### config.mk
export PLATFORM = sky130hd
export DESIGN_NAME = rgb_fade_seq
export DESIGN_NICKNAME = d
export VERILOG_FILES = /design/src/rtl/rgbseq_pkg.sv /design/src/rtl/rgbseq_tick.sv /design/src/rtl/rgbseq_timer.sv /design/src/rtl/rgbseq_fade.sv /design/src/rtl/rgb_fade_seq.sv
export SDC_FILE = /design/constraint.sdc
export NUM_CORES = 1
export LEC_CHECK = 0
export BUFFER_PORTS_ARGS = -buffer_cell sky130_fd_sc_hd__buf_2
export CORE_UTILIZATION = 30
export CTS_BUF_LIST = sky130_fd_sc_hd__clkbuf_4
export DETAILED_ROUTE_END_ITERATION = 16
export PLACE_DENSITY = 0.47
export RECOVER_POWER = 25
export SETUP_SLACK_MARGIN = 0.2
export SYNTH_ARGS = -nofsm -noshare
export SYNTH_HDL_FRONTEND = slang
export SYNTH_SLANG_ARGS = --single-unit
### constraint.sdc
create_clock -name clk -period 3.97 [get_ports clk]
set_input_delay 0.794 -clock clk [delete_from_list [all_inputs] [get_ports clk]]
set_output_delay 0.794 -clock clk [all_outputs]
set_load 0.03 [all_outputs]
### src/rtl/rgbseq_pkg.sv
package rgbseq_pkg;
    typedef enum logic [1:0] {
        MODE_RED = 2'd0,
        MODE_GRN = 2'd1,
        MODE_BLU = 2'd2,
        MODE_ALL = 2'd3
    } mode_e;

    localparam int NCH  = 3;
    localparam int CH_R = 0;
    localparam int CH_G = 1;
    localparam int CH_B = 2;
endpackage

### src/rtl/rgbseq_tick.sv
module rgbseq_tick #(
    parameter int CLKS_PER_MS = 1000
) (
    input  logic clk,
    input  logic rst_n,
    input  logic en,
    output logic ms_o
);
    localparam int CW = (CLKS_PER_MS > 1) ? $clog2(CLKS_PER_MS) : 1;

    logic [CW-1:0] cnt_q;
    logic          last;

    assign last = (cnt_q == CW'(CLKS_PER_MS - 1));
    assign ms_o = en && last;

    always_ff @(posedge clk) begin
        if (!rst_n) begin
            cnt_q <= '0;
        end else if (en) begin
            cnt_q <= last ? '0 : cnt_q + 1'b1;
        end
    end
endmodule

### src/rtl/rgbseq_timer.sv
module rgbseq_timer #(
    parameter int INTERVAL_MS = 50
) (
    input  logic clk,
    input  logic rst_n,
    input  logic ms_i,
    output logic fire_o
);
    localparam int TW = (INTERVAL_MS > 1) ? $clog2(INTERVAL_MS) : 1;
    localparam logic [TW-1:0] RELOAD = TW'(INTERVAL_MS - 1);

    logic [TW-1:0] cnt_q;

    assign fire_o = ms_i && (cnt_q == '0);

    always_ff @(posedge clk) begin
        if (!rst_n) begin
            cnt_q <= RELOAD;
        end else if (ms_i) begin
            cnt_q <= (cnt_q == '0) ? RELOAD : cnt_q - 1'b1;
        end
    end
endmodule

### src/rtl/rgbseq_fade.sv
module rgbseq_fade #(
    parameter int CEIL = 48,
    parameter int DW   = 8
) (
    input  logic          clk,
    input  logic          rst_n,
    input  logic          upd_i,
    input  logic          clr_i,
    output logic [DW-1:0] width_o,
    output logic          zero_o
);
    logic [DW-1:0] duty_q;
    logic          up_q;

    // a descending step from 1 lands on zero this edge
    assign zero_o = upd_i && !up_q && (duty_q == DW'(1));

    always_ff @(posedge clk) begin
        if (!rst_n) begin
            width_o <= '0;
            duty_q  <= '0;
            up_q    <= 1'b1;
        end else if (clr_i) begin
            width_o <= '0;
            duty_q  <= '0;
            up_q    <= 1'b1;
        end else if (upd_i) begin
            width_o <= duty_q;
            if (up_q) begin
                duty_q <= duty_q + 1'b1;
                if (duty_q + 1'b1 == DW'(CEIL)) up_q <= 1'b0;
            end else begin
                duty_q <= duty_q - 1'b1;
                if (duty_q == DW'(1)) up_q <= 1'b1;
            end
        end
    end
endmodule

### src/rtl/rgb_fade_seq.sv
module rgb_fade_seq
    import rgbseq_pkg::*;
#(
    parameter int CLKS_PER_MS = 1000,
    parameter int RED_MS      = 50,
    parameter int GRN_MS      = 40,
    parameter int BLU_MS      = 30,
    parameter int CEIL        = 48,
    parameter int PERIOD      = 128,
    parameter int REPEAT_INIT = 10,
    parameter int DW          = 8
) (
    input  logic          clk,
    input  logic          rst_n,
    input  logic          en,
    output logic [DW-1:0] width_r_o,
    output logic [DW-1:0] width_g_o,
    output logic [DW-1:0] width_b_o,
    output logic [DW-1:0] period_o
);
    localparam int RW = (REPEAT_INIT > 0) ? $clog2(REPEAT_INIT + 1) : 1;
    localparam int IVL [NCH] = '{RED_MS, GRN_MS, BLU_MS};

    logic           ms;
    logic [NCH-1:0] fire;
    logic [NCH-1:0] grant;
    logic [NCH-1:0] zero;
    logic [DW-1:0]  width [NCH];

    mode_e          mode_q, mode_d;
    logic [RW-1:0]  rep_q, rep_d;
    logic           advance;
    logic           wrap;

    rgbseq_tick #(.CLKS_PER_MS(CLKS_PER_MS)) u_tick (
        .clk(clk), .rst_n(rst_n), .en(en), .ms_o(ms)
    );

    for (genvar c = 0; c < NCH; c++) begin : g_chan
        rgbseq_timer #(.INTERVAL_MS(IVL[c])) u_tmr (
            .clk(clk), .rst_n(rst_n), .ms_i(ms), .fire_o(fire[c])
        );
        rgbseq_fade #(.CEIL(CEIL), .DW(DW)) u_fade (
            .clk(clk), .rst_n(rst_n), .upd_i(grant[c]), .clr_i(wrap),
            .width_o(width[c]), .zero_o(zero[c])
        );
    end

    // next-state and grant decision (after all channel events of the cycle)
    always_comb begin
        grant   = '0;
        advance = 1'b0;
        unique case (mode_q)
            MODE_RED: begin grant[CH_R] = fire[CH_R]; advance = zero[CH_R]; end // ADV_RED
            MODE_GRN: begin grant[CH_G] = fire[CH_G]; advance = zero[CH_G]; end // ADV_GRN
            MODE_BLU: begin grant[CH_B] = fire[CH_B]; advance = zero[CH_B]; end // ADV_BLU
            MODE_ALL: begin grant = fire; advance = zero[CH_B] && (rep_q == '0); end // WRAP
        endcase
        wrap   = advance && (mode_q == MODE_ALL);
        mode_d = advance ? mode_e'(mode_q + 2'd1) : mode_q;
        rep_d  = rep_q;
        if (wrap)
            rep_d = RW'(REPEAT_INIT);
        else if (mode_q == MODE_ALL && zero[CH_B])
            rep_d = rep_q - 1'b1;                                  // REPEAT
    end

    // state register
    always_ff @(posedge clk) begin
        if (!rst_n) begin
            mode_q <= MODE_RED;
            rep_q  <= RW'(REPEAT_INIT);
        end else begin
            mode_q <= mode_d;
            rep_q  <= rep_d;
        end
    end

    // outputs
    always_comb begin
        width_r_o = width[CH_R];
        width_g_o = width[CH_G];
        width_b_o = width[CH_B];
        period_o  = DW'(PERIOD);
    end
endmodule

# == Yosys cells after proc, flatten, opt, wreduce, memory -nomap -nowiden ==
# Index checks and enable logic that the tools add are counted.
# word_totals
in_bits,3
output_inout_bits,32
ff_bits,84
# op_classes
muxes,20
reduce_logical,25
add_sub_neg,12
n_bitwise,1
n_eq_ne,10
# op_table
cell,n
$add 8x1->8 const B,3
$eq 8x1->1 const B,3
$eq 8x6->1 const B,3
$mux 8,3
$sub 8x1->8 const B,3
$logic_and 1x1->1,13
$logic_not 6->1,2
$mux 1,12
$mux 6,2
$sub 6x1->6 const B,2
$add 10x1->10 const B,1
$eq 10x10->1 const B,1
$mux 10,1
$reduce_or 2->1,4
$logic_not 5->1,1
$mux 5,1
$sub 5x1->5 const B,1
$eq 2x2->1 const B,2
$logic_not 4->1,1
$pmux 1 s4,1
$sub 4x1->4 const B,1
$logic_not 1->1,3
$add 2x1->2 const B,1
$eq 2x1->1 const B,1
other kinds (2),2

# == Longest topological paths before layout ==
# Gate-level depths: netlist of the first run.
# logic_depth
ltp_word,10
mapped_depth,10
ltp_nobuf,8

# == Cells and area by module ==
# From an unflattened synthesis of the first run, not the netlist that was laid out.
# hier_totals
cells_unflattened,524
hier_area_um2,4595.7
# modules_own_cells
mod,seq_area_each_um2,instances,area_per_inst_um2,cells_per_inst
rgbseq_fade,340.3,3,920.9,109
rgbseq_tick,200.2,1,524.3,55
rgb_fade_seq,120.1,1,490.5,57
rgbseq_timer at g_chan[0].u_tmr,120.1,1,301.5,31
rgbseq_timer at g_chan[1].u_tmr,120.1,1,290.3,30
rgbseq_timer at g_chan[2].u_tmr,100.1,1,226.5,24

# == Worst setup path before layout of the first run ==
# OpenSTA, ideal clock, no wires.
# synth_timing
path_kind,input port to flip-flop
startpoint,input port en
endpoint,register g_chan[1].u_fade.duty_q[4]
setup_time_ps,137
arrival_ps,2312
required_ps,3833
path_buffers,2
setup_slack_ps,1521
cell_stages,8
path_cell_list,and3_1 > nand3_1 > clkbuf_1 > nor4_1 > mux2i_2 > o21ai_4 > buf_6 > a211oi_1
# synth_between
elab_chain_cells,9
# synth_lines
item,line_no,source
"start, declared",rgb_fade_seq.sv:15,"input logic en,"
$logic_and 1x1->1 (*),rgbseq_tick.sv:15,assign ms_o = en && last;
$logic_and 1x1->1,rgbseq_timer.sv:14,assign fire_o = ms_i && (cnt_q == '0);
$mux 1,rgb_fade_seq.sv:53,unique case (mode_q)
$logic_and 1x1->1 (2 in series),rgbseq_fade.sv:16,assign zero_o = upd_i && !up_q && (duty_q == DW'(1));
$logic_and 1x1->1,rgb_fade_seq.sv:57,MODE_ALL: begin grant = fire; advance = zero[CH_B] && (rep_q == '0); end
$pmux 1 s4,rgb_fade_seq.sv:53,
$logic_and 1x1->1,rgb_fade_seq.sv:59,wrap = advance && (mode_q == MODE_ALL);
$reduce_or 2->1 (no line),-,
"end signal, assigned",rgbseq_fade.sv:30,duty_q <= duty_q + 1'b1;
"end signal, assigned",rgbseq_fade.sv:33,duty_q <= duty_q - 1'b1;
"end, declared",rgbseq_fade.sv:12,logic [DW-1:0] duty_q;
# Every way passes the cells marked *; elsewhere a longest branch is shown, timed or not.
# A chain may end at the register's enable or synchronous reset.

# == Final worst setup path of the first run ==
# layout_timing
startpoint,register u_tick.cnt_q[0]
endpoint,register rep_q[1]
# layout_between
elab_chain_cells,10
# layout_lines
item,line_no,source
"start, declared",rgbseq_tick.sv:11,logic [CW-1:0] cnt_q;
"start signal, assigned",rgbseq_tick.sv:21,cnt_q <= last ? '0 : cnt_q + 1'b1;
$eq 10x10->1 (*),rgbseq_tick.sv:14,assign last = (cnt_q == CW'(CLKS_PER_MS - 1));
$logic_and 1x1->1 (*),rgbseq_tick.sv:15,
$logic_and 1x1->1,rgbseq_timer.sv:14,
$mux 1,rgb_fade_seq.sv:53,
$logic_and 1x1->1 (2 in series),rgbseq_fade.sv:16,
$logic_and 1x1->1,rgb_fade_seq.sv:57,
$pmux 1 s4,rgb_fade_seq.sv:53,
$logic_and 1x1->1,rgb_fade_seq.sv:59,
$reduce_or 2->1 (no line),-,
"end signal, assigned",rgb_fade_seq.sv:72,rep_q <= RW'(REPEAT_INIT);
"end signal, assigned",rgb_fade_seq.sv:75,rep_q <= rep_d;
"end, declared",rgb_fade_seq.sv:31,"logic [RW-1:0] rep_q, rep_d;"
# Marks and branches as above.

==> qor.csv, run 1 <==
metric,value,unit
Mapped Area,4490,µm²
gp weighted congestion,0.755,
GRT Util Overall,0.124,
first-pass GRT wire length,16000,µm
Fill cells,1561,
Synth Register Bits,84,
Cell variety after synth,55,
Ys Warns,0,
Clock Latency Late Sink,450,ps
hold buffer count at cts,0,
Num CTS Buffers,9,
row cnt,44,
# resized after CTS,0,
Initial Utilization,0.308,
CTS tree,done,
clk buf depth,2,
ys flop type,dfxtp_1,
Final min period,3170,ps
setup tns final,0,ps
PD cells,284,nW/µm²
critical path data required time,4330,ps
XOR/XNOR share of the synthesized area,0.0799,
Post-Layout Cell Count,762,
Worst Setup Start Kind,flop,
DRT antenna net count,0,
worst hold path type,reg2reg,
Cells after Synth,564,
clock sinks,84,
wire length per cell,12.2,µm
largest net degree at the start of global routing,29,
Hold Fails Final Rpt,0,
clk slew on worst S/H paths,150,ps
Async SR Flop Fraction,0,
maxcap violations,0,
Final Core Density,0.331,
via count,3671,
final period utilization,0.798,
Max IR drop VDD,114,µV
placed cell count,746,
Setup WS pre-CTS,932,ps
simple-gate share of the synthesized area,0.271,
die width,124,µm
Slew Limit Headroom,0.220,
Post-CTS Setup Bufs,0,
fraction of synthesized area in multiplexers,0.00752,
DRC,0,
H-tree levels,3,
clk root buf,clkbuf_4,
Die H,124,µm
Lkg Pwr,1.66,nW
"Setup violations, final",0,
count of buffers from port buffering,26,
initial DRC count,175,
# IOs,35,
Synth Area in Compound Gates,0.127,
fin worst setup slack,803,ps
crit path DAT,3530,ps
Setup crit end kind,flop,
fin nets,601,
Core Area,14600,µm²
largest family of logic cells by synthesized area,simple AND/OR/NAND/NOR gates,
Synth Area in Adders,0.0696,
clock skew,27.4,ps
vias per cell,4.82,
Post-synth EDFFs,0,
gr ovfl total,0,
fmax,316,MHz
RSZ-0062 raised after global routing,false,
Mapped Avg Cell Area,7.97,µm²
final max-slew violation count,0,
Syn-to-layout area delta,7.44,%
drt first pass iters,4,
initial antenna violation count,0,
Worst-Margin Slew,1170,ps
share of layout cells above drive strength 1,0.0692,
maximum fanout along the worst path,28,
final WL,9300,µm
worst setup path class,reg2reg,
vias in the first global route,3446,
die footprint,15500,µm²
status,"complete, no violations",
n_diodes,0,
HPWL Detailed,6490,µm
sequential share of the synthesized area,0.374,
-- final cells by class --
type                            count  area, µm²  share of cell area
Timing Repair Buffer               34        176              0.0365
Sequential cell                    84       1680               0.348
Clock buffer                        9       67.6              0.0140
Inverter                           19       71.3              0.0148
Tap cell                          184        230              0.0477
Multi-Input combinational cell    425       2530               0.525
Clock inverter                      7       67.6              0.0140
-- cell families (layout without fill, tap and decap cells) --
logic type      Yosys count  count (layout)
compound gates           94              94
xor+xnor                 41              41
fa+ha+maj                25              25
buf+inv                  61              69
flops                    84              84
mux                       3               3
other cells               2               8
simple gates            254             254
-- routing by layer --
metal | routed length [µm] | GRT usage
met3 | 305 | 0.0399
met4 | 97 | 0.0376
met1 | 4600 | 0.154
met2 | 4290 | 0.203
met5 | 0 | 0
-- power by group --
group          total (W)  leakage (nW)  switching, W  internal (W)
Clock           0.000486        0.0693      0.000298      0.000188
Sequential      0.000847         0.677    0.00000186      0.000845
Combinational  0.0000357         0.913     0.0000270    0.00000868
Total            0.00137          1.66      0.000327       0.00104
-- cells in the mapped netlist, types with 5 or more instances --
cell type / n / share of area
buf_4: 8 / 0.013
buf_6: 6 / 0.015
dfxtp_1: 84 / 0.37
and2_1: 6 / 0.0084
nand2_1: 91 / 0.076
a21oi_1: 48 / 0.053
nor4_1: 8 / 0.011
xnor2_1: 26 / 0.051
nand2b_1: 10 / 0.014
nor3_1: 16 / 0.018
and3_1: 7 / 0.0097
nand3_1: 10 / 0.011
inv_1: 19 / 0.016
ha_1: 25 / 0.070
nand3b_1: 5 / 0.0084
a31oi_1: 6 / 0.0084
o21ai_0: 17 / 0.019
nand4_1: 9 / 0.013
xor2_1: 15 / 0.029
clkbuf_1: 24 / 0.020
or3_1: 8 / 0.011
nor2_1: 62 / 0.052
-- flip-flops by register name, summed over array words and instances (netlist names) --
signal,flops
g_chan.u_fade.duty_q,24
g_chan.u_fade.up_q,3
g_chan.u_fade.width_o,24
g_chan.u_tmr.cnt_q,17
mode_q,2
rep_q,4
u_tick.cnt_q,10
-- final timing paths --
check | start | to | slack, ps | cells past startpoint
worst max-delay path | u_tick.cnt_q[0] | rep_q[1] | 800 | 9
worst min-delay path | g_chan[2].u_fade.width_o[2] | g_chan[2].u_fade.width_o[2] | 460 | 2
worst max register to register | u_tick.cnt_q[0] | rep_q[1] | 800 | 9
worst min register to register | g_chan[2].u_fade.width_o[2] | g_chan[2].u_fade.width_o[2] | 460 | 2
-- critical path, cell delays in order, from the launching register on --
cell and delay [ps]:
dfxtp_1 360, ha_1 210, and3_1 230, nand3_1 140, clkbuf_1 880, o32ai_2 210, mux2i_2 370, o21ai_4 190
buf_12 210, or2_2 290
-- per-stage QoR --
step	hold WS (ps)	total power, W	instance area (µm²)
2_1_floorplan	452	0.000903	4520
3_3_place_gp	440	0.000901	4720
3_5_place_dp	446	0.000902	4720
4_1_cts	464	0.00140	4850
5_1_grt	483	0.00143	4830
6_report	461	0.00137	4830
-- placed cells by master (no fill, tap or decap), types with 3 or more instances in the layout --
cell type and instances:
or3_1 8, o21ai_0 17, and2_1 5, nand2b_1 10
nand4_1 9, nor2b_1 3, nor4b_1 4, inv_1 19
xnor2_1 26, clkbuf_4 9, and3_1 7, buf_2 8
or2_2 3, xor2_1 15, clkbuf_1 19, nor2_1 62
buf_4 6, or4_1 3, nand2_1 91, nand3b_1 5
nand3_1 10, conb_1 8, nor3_1 16, ha_1 25
nor4_1 7, a21oi_1 48, a31oi_1 6, dfxtp_1 84
No activity file was read; power rests on OpenSTA's default activity.
==> run 2, diff against run 1 <==
==> constraint.sdc (replaced) <==
create_clock -name clk -period 3.2 [get_ports clk]
set_input_delay 0.64 -clock clk [delete_from_list [all_inputs] [get_ports clk]]
set_output_delay 0.64 -clock clk [all_outputs]
set_load 0.03 [all_outputs]
==> run 2 against run 1 <==
Core utilization increased by 0.18 points. Register-to-register slack got worse by 260 ps. Count of clock-buffer cells in the layout is 1 higher. Combinational power up 24%. Sequential cell count did not move. Clock skew shrank 8.9 ps. Cell area is 0.54% higher. First-iteration DRC count grew 17%. Worst hold slack better by 0.94 ps. Largest cell class unchanged. Highest routed layer unchanged.
==> qor.csv, run 2 (synthesized netlist as in run 1, its figures left out) <==
metric,value,unit
status,"complete, no violations",
gr ovfl total,0,
final WL,9420,µm
Largest regs,"g_chan.u_fade.duty_q: 24 flops, g_chan.u_fade.width_o: 24 flops, g_chan.u_tmr.cnt_q: 17 flops",
HPWL Detailed,6570,µm
# resized after CTS,0,
multi-input logic area,2530,µm²
clock sinks,84,
fin worst setup slack,541,ps
wire length per cell,12.3,µm
DRT antenna net count,0,
critical path's slowest cell,or4_1,
fin nets,603,
row cnt,44,
clock skew,18.5,ps
DRC,0,
Core Area,14600,µm²
clk slew on worst S/H paths,130,ps
hold buffer count at cts,0,
Setup WS pre-CTS,484,ps
Worst Setup Start Kind,flop,
final max-slew violation count,0,
family with the most delay on the worst path,simple AND/OR/NAND/NOR gates,
RSZ-0062 raised after global routing,false,
Num CTS Buffers,9,
count of buffers from port buffering,26,
total chip power,0.00180,W
CTS tree,done,
clk buf depth,2,
Syn-to-layout area delta,8.02,%
final period utilization,0.831,
die footprint,15500,µm²
via count,3645,
CP endpoint,g_chan[0].u_fade.duty_q[6],
Setup crit end kind,flop,
share of layout cells above drive strength 1,0.0638,
Fill cells,1573,
Reg-to-Reg End,g_chan[0].u_fade.duty_q[6],
Clock Latency Late Sink,460,ps
Buf/Inv on CP,2,
R2R Setup Slk,540,ps
critical path data required time,3550,ps
fmax,376,MHz
worst hold path type,reg2reg,
Final min period,2660,ps
RR Startpoint,g_chan[1].u_tmr.cnt_q[0],
CP Depth,9,
placed cell count,748,
"slowest stage delay, CP",540,ps
GRT Max-Usage Layer,met2,
Seq. cell area,1680,µm²
crit path DAT,3010,ps
drt first pass iters,4,
Post-CTS Setup Bufs,0,
GRT Util Overall,0.127,
"commonest non-fill, non-tap cells in the layout","nand2_1, dfxtp_1, nor2_1",
worst path cell trace,inv_1 > ha_1 > or4b_1 > or4_1 > o32ai_2 > mux2i_2 > o21ai_4 > buf_4 > nor2_1,
Post-Layout Cell Count,764,
H-tree levels,3,
vias per cell,4.77,
initial antenna violation count,0,
grt met1 use,0.156,
# IOs,35,
Max IR drop VDD,216,µV
"Setup violations, final",0,
largest net degree at the start of global routing,26,
worst setup path class,reg2reg,
met2 usage,0.211,
Worst-Margin Slew,672,ps
"most common cell after layout, fill and taps aside",nand2_1,
die width,124,µm
Initial Utilization,0.308,
vias in the first global route,3475,
gp weighted congestion,0.813,
met3 usage in global routing,0.0425,
cells on worst reg2reg path,9,
initial DRC count,205,
Slew Limit Headroom,0.552,
Lkg Pwr,1.65,nW
clk root buf,clkbuf_4,
PD cells,372,nW/µm²
first-pass GRT wire length,16300,µm
n_diodes,0,
setup tns final,0,ps
Hold Fails Final Rpt,0,
maxcap violations,0,
CP Launch Point,g_chan[1].u_tmr.cnt_q[0],
maximum fanout along the worst path,23,
Die H,124,µm
run 2: metal layers:
metal | wire length (µm) | up-vias | part of all wire
met5 | 0 | - | 0
met2 | 4330 | 39 | 0.46
li1 | - | 1923 | -
met1 | 4700 | 1677 | 0.50
met3 | 295 | 6 | 0.031
met4 | 98 | 0 | 0.010
run 2: layout make-up:
| type | instances | share of cell area |
|---|---|---|
| Tap cell | 184 | 0.0474 |
| Multi-Input combinational cell | 425 | 0.522 |
| Clock buffer | 10 | 0.0155 |
| Inverter | 19 | 0.0147 |
| Sequential cell | 84 | 0.346 |
| Clock inverter | 6 | 0.0180 |
| Timing Repair Buffer | 36 | 0.0361 |
run 2: worst min-delay path by stage:
stage                                           start  slack, ps  cells past startpoint                          end
after floorplan            g_chan[0].u_fade.duty_q[5]        450                      2  g_chan[0].u_fade.width_o[5]
after global placement    g_chan[1].u_fade.width_o[7]        440                      2  g_chan[1].u_fade.width_o[7]
after detailed placement  g_chan[2].u_fade.width_o[6]        440                      2  g_chan[2].u_fade.width_o[6]
after CTS                 g_chan[2].u_fade.width_o[6]        460                      2  g_chan[2].u_fade.width_o[6]
after global routing                               en        480                      3              u_tick.cnt_q[1]
final                     g_chan[2].u_fade.width_o[5]        460                      2  g_chan[2].u_fade.width_o[5]
run 2: through the flow:
stage / cell area (µm²) / util / hold WS [ps]
2_1_floorplan: 4520 / - / 452
3_3_place_gp: 4720 / 0.324 / 439
3_5_place_dp: 4720 / 0.324 / 445
4_1_cts: 4880 / 0.335 / 463
5_1_grt: 4850 / 0.333 / 476
6_report: 4850 / 0.333 / 462
run 2: report_power, final:
part | leakage (nW) | switching (W) | total (W) | internal, W
logic | 0.894 | 0.0000342 | 0.0000441 | 0.00000986
registers | 0.677 | 0.00000229 | 0.00105 | 0.00105
clock network | 0.0807 | 0.000383 | 0.000709 | 0.000325
run 2: worst reg2reg max path, stage by stage, from the launching register on:
cell and delay, ps:
dfxtp_1 340, inv_1 100, ha_1 160, or4b_1 530, or4_1 540, o32ai_2 130
mux2i_2 170, o21ai_4 190, buf_4 290, nor2_1 100
==> run 3, diff against run 2 <==
==> constraint.sdc (replaced) <==
create_clock -name clk -period 2.65 [get_ports clk]
set_input_delay 0.53 -clock clk [delete_from_list [all_inputs] [get_ports clk]]
set_output_delay 0.53 -clock clk [all_outputs]
set_load 0.03 [all_outputs]
==> run 3 against run 2 <==
Worst hold slack got worse by 82 ps. Sequential share of layout area decreased by 3.8 points. Worst setup slack got worse by 320 ps. Sequential cell count unchanged. Count of clock-buffer cells in the layout unchanged. Power increased by 23%. Final cell count increased by 5.5%. Die area unchanged. Highest routed layer unchanged. Maximum frequency increased by 9.4%. First-iteration DRC count increased by 20%.
==> qor.csv, run 3 (synthesized netlist as in run 1, its figures left out) <==
metric,value,unit
status,"complete, no violations",
H-tree levels,3,
Initial Utilization,0.308,
final WL,10700,µm
Setup WS pre-CTS,56.3,ps
fin worst setup slack,220,ps
share of layout cells above drive strength 1,0.180,
initial antenna violation count,0,
worst hold path type,in2reg,
"Setup violations, final",0,
fmax,412,MHz
Reg-to-Reg End,g_chan[1].u_fade.up_q,
maxcap violations,0,
gr ovfl total,0,
PD cells,407,nW/µm²
crit path DAT,2860,ps
CTS tree,done,
die width,124,µm
cells on worst reg2reg path,11,
clk root buf,clkbuf_4,
setup tns final,0,ps
wire length per cell,13.3,µm
# IOs,35,
CP Launch Point,mode_q[1],
drt first pass iters,4,
RR Startpoint,mode_q[1],
Final Core Density,0.374,
Syn-to-layout area delta,21.5,%
Final min period,2430,ps
gp weighted congestion,0.821,
Setup crit end kind,flop,
clock sinks,84,
Die H,124,µm
clk slew on worst S/H paths,140,ps
vias in the first global route,3714,
Largest regs,"g_chan.u_fade.duty_q: 24 flops, g_chan.u_fade.width_o: 24 flops, g_chan.u_tmr.cnt_q: 17 flops",
WHS Path Cells,3,
Lkg Pwr,1.91,nW
n_diodes,0,
fin nets,645,
row cnt,44,
DRT antenna net count,0,
worst setup path class,reg2reg,
Hold Slack,380,ps
final max-slew violation count,0,
"most common cell after layout, fill and taps aside",nand2_1,
CP endpoint,g_chan[1].u_fade.up_q,
clock skew,18.9,ps
critical path data required time,3080,ps
Clock Latency Late Sink,470,ps
"commonest non-fill, non-tap cells in the layout","nand2_1, dfxtp_1, nor2_1",
GRT Util Overall,0.140,
initial DRC count,245,
maximum fanout along the worst path,6,
total chip power,0.00222,W
RSZ-0062 raised after global routing,true,
final period utilization,0.917,
Hold Fails Final Rpt,0,
DRC,0,
Worst Setup Start Kind,flop,
largest net degree at the start of global routing,19,
count of buffers from port buffering,26,
Fill cells,1503,
via count,3960,
clk buf depth,2,
Core Area,14600,µm²
Max IR drop VDD,252,µV
die footprint,15500,µm²
R2R Setup Slk,220,ps
Num CTS Buffers,9,
HPWL Detailed,7060,µm
first-pass GRT wire length,17900,µm
vias per cell,4.91,
==> run 3: timing repair <==
item,4_1_cts,5_1_grt
pin swaps,7,8
hold buffers,0,0
setup endpoints to repair,54,57
hold endpoints to repair,0,0
resized for setup,31,24
setup buffers,18,4
gates cloned,3,1
==> run 3: worst min path at each step <==
stage,to,from,slack (ps)
after floorplan,g_chan[0].u_fade.width_o[5],g_chan[0].u_fade.duty_q[5],450
after global placement,g_chan[1].u_fade.width_o[2],g_chan[1].u_fade.width_o[2],440
after detailed placement,g_chan[1].u_fade.width_o[0],g_chan[1].u_fade.width_o[0],440
after CTS,u_tick.cnt_q[1],en,350
after global routing,u_tick.cnt_q[1],en,350
final,u_tick.cnt_q[1],en,380
==> run 3: worst max-delay path: stages (launching register included) <==
cell and delay (ps):
dfxtp_2 350, inv_2 60, ha_4 120, or4b_4 440
or4_4 500, o32ai_4 130, mux2i_4 120, o21ai_4 170
buf_12 130, buf_12 120, clkbuf_16 150, nand3b_1 90
==> run 3: final cells by class <==
class | count | area, µm² | share of cell area
clock inverter | 6 | 87.6 | 0.0160
sequential | 84 | 1690 | 0.309
inverter | 19 | 71.3 | 0.0131
multi-input combinational | 425 | 2680 | 0.490
clock buffer | 10 | 75.1 | 0.0137
timing repair buffer | 78 | 633 | 0.116
tap | 184 | 230 | 0.0422
==> run 3: metrics by stage <==
step	cells	area (µm²)
after floorplan	570	4520
after global placement	764	4850
after detailed placement	764	4850
after CTS	801	5350
after global routing	806	5460
final	806	5460
==> run 3: report_power, final <==
| part | internal (W) | switching [W] |
|---|---|---|
| registers | 0.00127 | 0.00000280 |
| clock network | 0.000395 | 0.000463 |
| logic | 0.0000431 | 0.0000544 |
==> run 3: routing by layer <==
metal  part of all wire  GRT usage  vias up
li1                   -          -     2010
met1               0.45      0.170     1879
met2               0.50      0.235       62
met3              0.036     0.0460        9
met4             0.0089     0.0432        0
met5                  0          0        -
